$ cat src/rtl/trim_pkg.sv
package trim_pkg;
  localparam int CODE_W = 14;
endpackage

$ cat src/rtl/trim_gain_stage.sv
module trim_gain_stage #(
  parameter int DW = trim_pkg::CODE_W
) (
  input  logic                 clk,
  input  logic                 rst,
  input  logic                 in_vld,
  input  logic [DW-1:0]        x1,
  input  logic [DW-1:0]        m,
  input  logic [DW-1:0]        c,
  output logic                 out_vld,
  output logic [DW:0]          quo,
  output logic signed [DW:0]   off
);
  localparam int GW = DW + 1;
  localparam int PW = GW + DW;
  localparam logic signed [DW:0] BIAS = (DW+1)'(1 << (DW-1));

  logic [GW-1:0] gain_eff;
  logic [PW-1:0] prod;
  logic signed [DW:0] off_nxt;

  always_comb begin
    gain_eff = {1'b0, m[DW-1:1], 1'b0} + GW'(2);
    prod     = PW'(gain_eff) * PW'(x1);
    off_nxt  = $signed({1'b0, c}) - BIAS;
  end

  always_ff @(posedge clk) begin
    if (rst) begin
      out_vld <= 1'b0;
      quo     <= '0;
      off     <= '0;
    end else begin
      out_vld <= in_vld;
      if (in_vld) begin
        quo <= prod[PW-1:DW];
        off <= off_nxt;
      end
    end
  end

  // each accepted sample advances one stage on the next edge
  a_r8_stage_adv: assert property (@(posedge clk) disable iff (rst)
    in_vld |=> out_vld);
  // no spurious sample appears in the stage
  a_r8_no_bubble_fill: assert property (@(posedge clk) disable iff (rst)
    !in_vld |=> !out_vld);
endmodule

$ cat src/rtl/trim_offset_stage.sv
module trim_offset_stage #(
  parameter int DW = trim_pkg::CODE_W
) (
  input  logic                 clk,
  input  logic                 rst,
  input  logic                 in_vld,
  input  logic [DW:0]          quo,
  input  logic signed [DW:0]   off,
  output logic                 out_vld,
  output logic [DW-1:0]        x2
);
  localparam int SW = DW + 2;
  localparam logic signed [SW-1:0] MAXV = SW'((1 << DW) - 1);

  logic signed [SW-1:0] sum;
  logic [DW-1:0] x2_nxt;

  always_comb begin
    sum = $signed({1'b0, quo}) + SW'(off);
    if (sum < 0)
      x2_nxt = '0;
    else if (sum > MAXV)
      x2_nxt = '1;
    else
      x2_nxt = sum[DW-1:0];
  end

  always_ff @(posedge clk) begin
    if (rst) begin
      out_vld <= 1'b0;
      x2      <= '0;
    end else begin
      out_vld <= in_vld;
      if (in_vld) x2 <= x2_nxt;
    end
  end

  // the most negative offset with a small quotient clamps to zero
  a_r7_floor: assert property (@(posedge clk) disable iff (rst)
    (in_vld && off == -(1 <<< (DW-1)) && quo < (1 << (DW-1))) |=> (x2 == '0));
  // the largest offset with a quotient in the upper half clamps to full scale
  a_r6_ceiling: assert property (@(posedge clk) disable iff (rst)
    (in_vld && off == ((1 <<< (DW-1)) - 1) && quo >= (1 << (DW-1))) |=> (x2 == '1));
  // the output only moves when a result is delivered
  a_r9_hold: assert property (@(posedge clk) disable iff (rst)
    !out_vld |-> $stable(x2));
endmodule

$ cat src/rtl/trim_corr.sv
module trim_corr #(
  parameter int DW = trim_pkg::CODE_W
) (
  input  logic          clk,
  input  logic          rst,
  input  logic          in_valid,
  input  logic [DW-1:0] x1_in,
  input  logic [DW-1:0] m_in,
  input  logic [DW-1:0] c_in,
  output logic          out_valid,
  output logic [DW-1:0] x2_out
);
  logic                s1_vld;
  logic [DW:0]         s1_quo;
  logic signed [DW:0]  s1_off;

  trim_gain_stage #(.DW(DW)) u_gain (
    .clk(clk), .rst(rst), .in_vld(in_valid), .x1(x1_in), .m(m_in), .c(c_in),
    .out_vld(s1_vld), .quo(s1_quo), .off(s1_off)
  );

  trim_offset_stage #(.DW(DW)) u_offs (
    .clk(clk), .rst(rst), .in_vld(s1_vld), .quo(s1_quo), .off(s1_off),
    .out_vld(out_valid), .x2(x2_out)
  );

  // a valid input shows up two edges later
  a_r2_latency: assert property (@(posedge clk) disable iff (rst)
    in_valid |-> ##2 out_valid);
  // an idle input cycle gives an idle output cycle
  a_r2_idle: assert property (@(posedge clk) disable iff (rst)
    !in_valid |-> ##2 !out_valid);
  // unity gain and zero offset pass the code straight through
  a_r4_identity: assert property (@(posedge clk) disable iff (rst)
    (in_valid && m_in[DW-1:1] == '1 && c_in == DW'(1 << (DW-1)))
      |-> ##2 (x2_out == $past(x1_in, 2)));
endmodule

$ cat config.mk
export PLATFORM = sky130hd
export DESIGN_NAME = trim_corr
export DESIGN_NICKNAME = d
export VERILOG_FILES = /design/src/rtl/trim_pkg.sv /design/src/rtl/trim_gain_stage.sv /design/src/rtl/trim_offset_stage.sv /design/src/rtl/trim_corr.sv
export SDC_FILE = /design/constraint.sdc
export NUM_CORES = 1
export LEC_CHECK = 0
export ABC_AREA = 1
export BUFFER_PORTS_ARGS = -buffer_cell sky130_fd_sc_hd__buf_2
export CAP_MARGIN = 20
export CORE_MARGIN = 2
export CORE_UTILIZATION = 58
export CTS_CLUSTER_DIAMETER = 150
export DETAILED_ROUTE_END_ITERATION = 8
export PLACE_DENSITY_LB_ADDON = 0.12
export SYNTH_ARGS = -nofsm -noshare
export SYNTH_HDL_FRONTEND = slang
export SYNTH_SLANG_ARGS = --single-unit
$ cat constraint.sdc
create_clock -name clk -period 5.8 [get_ports clk]
set_clock_uncertainty 0.2 [all_clocks]
set_input_delay 0 -clock clk [delete_from_list [all_inputs] [get_ports clk]]
set_output_delay 0 -clock clk [all_outputs]
set_load 0.05 [all_outputs]
==> flow_results.org <==
** Place
- Port-buffer cells :: 58
- Post-place setup slack :: -0.496 ns
- Dpl hpwl :: 21,600 microns
- The congestion estimate from routability-driven global placement came to 0.969.

** Logic synthesis
- Mean Syn Cell Area :: 7.13 sq um
- Main area contributors after synthesis :: fa_1 30%, ha_1 14%, nand2_1 12%
- Gate count of the mapped netlist :: 1,313
- Synth top cells by count :: 303 x nand2_1, 264 x inv_1, 201 x nor2_1
- Cell Area, Synth :: 0.00936 sq mm
- In this run, synthesis inferred 0 flip-flops with an integrated enable.
- Mapped Nets :: 1,605
- Proportion of synthesized flip-flops having asynchronous set or reset :: 0%
- Count of warnings emitted by yosys :: 0
- Summed over all instances, the cell type with the most area after synthesis is fa_1.
- Counting distinct cell types in the post-synthesis netlist gives 37.
- The most used flip-flop cell after synthesis is dfxtp_1.
- Sequential cells were found to cover 9.62% of the synthesized design area.
- Count leader, synth :: nand2_1
- Synthesis inferred 45 register bits.
- Summed over its instances, the top area cell type makes up 30.2% of the synthesized netlist area.

** Clock tree
- The H-tree was split into 2 levels.
- Root Buffer Master :: clkbuf_16
- Clock-pin transition on the worst setup and hold timing paths :: 0.06 ns
- CTS saw 45 sinks.
- Clock latency on the worst-skew pair, taken at its later pin, is 0.29 ns.
- In this run, CTS created clock tree buffers numbering 5.
- In this run the deepest clock path goes through 2 buffers.
- TritonCTS built the clock tree.

** Detailed routing
- After detailed routing, the number of remaining DRC violations is 0.
- The detailed router placed 9,003 vias in this run.
- After detailed routing, the total wire length is 26,500 microns.
- In this run, the number of DRC markers left after iteration 0 of detailed routing was 678.
- The first detailed-routing pass ran for 5 iterations.
- In the final routed layout, each cell accounts on average for 15.5 microns.
- Using the TritonRoute via totals, the vias-per-cell ratio works out to 5.27.
- Antenna Violating Nets Remaining :: 0

** GRT
- The first global-routing pass estimated 41,700 microns of wire.
- Global router's overall resource usage :: 31.5%
- Initial antenna violation count :: 0
- Vias in the first global route :: 8,673
- Summed over all layers, the global routing overflow is 0.
- Entering global routing, the biggest net connects 45 pins.

** Floorplan
- I/O pin cnt :: 60
- Std-Cell Rows :: 46
- Floorplan die height :: 131 microns
- In this run the standard cell core region covers 0.0158 sq mm.
- The floorplan step defined a die boundary enclosing 0.0172 sq mm.
- The initial utilization of the core area, before any placement, comes to 59.1%.
- In this run the horizontal extent of the chip is 131 microns.

** Final layout
- Nets :: 1,784
- Fraction of final layout cells sized beyond drive strength 1 :: 22.6%
- Compared with the post-synthesis result, the final layout area differs by 26.4%.
- The filler cells instantiated in the layout total 1,228.
- Ant. Diodes :: 0

** Setup path
- At the worst endpoint, the required time is 5.79 ns.
- Data arrives at the worst endpoint at 5.71 ns.
- STA classifies the critical path startpoint as an input pin.
- By instance count, the cell type seen most on the critical path is inv_1.
- Worst setup path startpoint :: m_in[1]
- For this run, the slowest stage of the critical path takes 0.58 ns.
- Master of the slowest instance on the critical path :: fa_2
- Category of the worst setup path capture point :: flop
- In this run the worst path has a maximum fanout of 5.
- Beginning of the worst register-to-register path :: u_gain.quo[10]
- WS Path Type :: in2reg

** Timing
- RSZ-0062 raised after global routing :: true
- Crit path setup slack, layout :: 0.0889 ns
- For this run, the top clock speed supported by timing is 175 MHz.
- Slew of the pin with the lowest slew margin :: 0.788 ns
- Relative slew margins :: 47.5%
- Fin crit period :: 5.71 ns
- Setup violation total in the final timing report :: 0
- Post-route worst hold slack :: 0.134 ns
- The number of hold-slack violations in the final timing report came to 0.
- Final Max Slew Viols :: 0
- Tcrit/Tclk final :: 98.5%

** Status
- The flow ran to the end, and the final reports show no timing, DRC or antenna violations.

** Flow run
- Max-cap violations in this run came to 0.

** Min path
- Worst min-delay path startpoint :: in_valid
- In this run the worst hold path is classified as in2reg.
area by class of cell:
type / instances / area [sq um] / area share [%]
Inverter: 270 / 1020 / 8.62
Clock inverter: 1 / 30.0 / 0.254
Timing Repair Buffer: 200 / 1440 / 12.1
Clock buffer: 7 / 143 / 1.21
Tap cell: 216 / 270 / 2.28
Sequential cell: 45 / 901 / 7.61
Multi-Input combinational cell: 970 / 8030 / 67.9
kinds of logic (layout without fill, tap and decap cells):
group                      after synthesis  in the layout  synth area share, %
AOI/OAI and AO/OA                      110            110                 6.35
xor gates and xnor gates                18             18                 1.88
adders and majority gates              247            247                 44.3
buffers and inverters                  298            478                 12.2
DFF                                     45             45                 9.62
and+or+nand+nor                        595            595                 25.7
state kept, by name (all words and copies together) (netlist names):
signal and count:
u_offs.x2 14, u_gain.quo 15, u_gain.off 14, u_gain.out_vld 1, u_offs.out_vld 1
through the flow:
step	area [sq um]	util [%]	cells	setup TNS, ns
5_1_grt	11800	74.8	1709	-1.02
6_report	11800	74.8	1709	0
4_1_cts	11000	69.6	1695	0
3_5_place_dp	10600	67.2	1671	-4.82
3_3_place_gp	10600	67.2	1671	-3.48
2_1_floorplan	9360	-	1313	0
timing repair:
action | CTS | global route
hold buffers | 15 | 0
resized for setup | 18 | 172
pin swaps | 7 | 99
endpoints found under the hold margin | 28 | 0
setup buffers | 1 | 14
setup endpoints to repair | 10 | 15
path summary, 6_finish.rpt:
| kind | to | slack (ns) | depth (start not counted) |
|---|---|---|---|
| setup / recovery | u_gain.quo[10] | 0.09 | 33 |
| hold / removal | u_gain.off[13] | 0.13 | 2 |
| setup reg to reg | u_offs.x2[1] | 3.29 | 8 |
| hold reg to reg | u_offs.x2[13] | 0.26 | 2 |
worst max-delay path, delay by kind of cell:
| kind | cells | cell delay [ns] |
|---|---|---|
| AND/OR/NAND/NOR | 11 | 0.94 |
| buffers and inverters | 11 | 0.81 |
| adder cells (fa/ha/maj) | 8 | 3.47 |
| AO/OA/AOI/OAI | 3 | 0.51 |
layer usage:
layer	track usage (%)	part of all wire, %	wire, microns
met3	5.78	7.7	2030
met4	8.14	2.7	728
met2	49.6	45	12000
met1	45.1	44	11700
met5	0	0	0
cell usage in the layout, fill, tap and decap left out, types with 11 or more instances in the layout:
| cell | Yosys | final |
|---|---|---|
| ha_4 | 0 | 21 |
| o21ai_0 | 42 | 28 |
| buf_4 | 0 | 121 |
| nand3_1 | 60 | 55 |
| dlygate4sd3_1 | 0 | 15 |
| nor2_4 | 3 | 12 |
| fa_1 | 141 | 135 |
| xnor2_1 | 11 | 11 |
| a21oi_1 | 53 | 39 |
| dfxtp_1 | 45 | 45 |
| nand2_2 | 3 | 22 |
| nand2_1 | 303 | 277 |
| inv_2 | 4 | 18 |
| inv_1 | 264 | 249 |
| buf_2 | 3 | 56 |
| ha_1 | 106 | 85 |
| nor2_2 | 1 | 19 |
| nor2_1 | 201 | 174 |
Power is left out: the tool's default activity adds up to more than one toggle a clock period on the data nets, which glitch-free logic cannot reach.
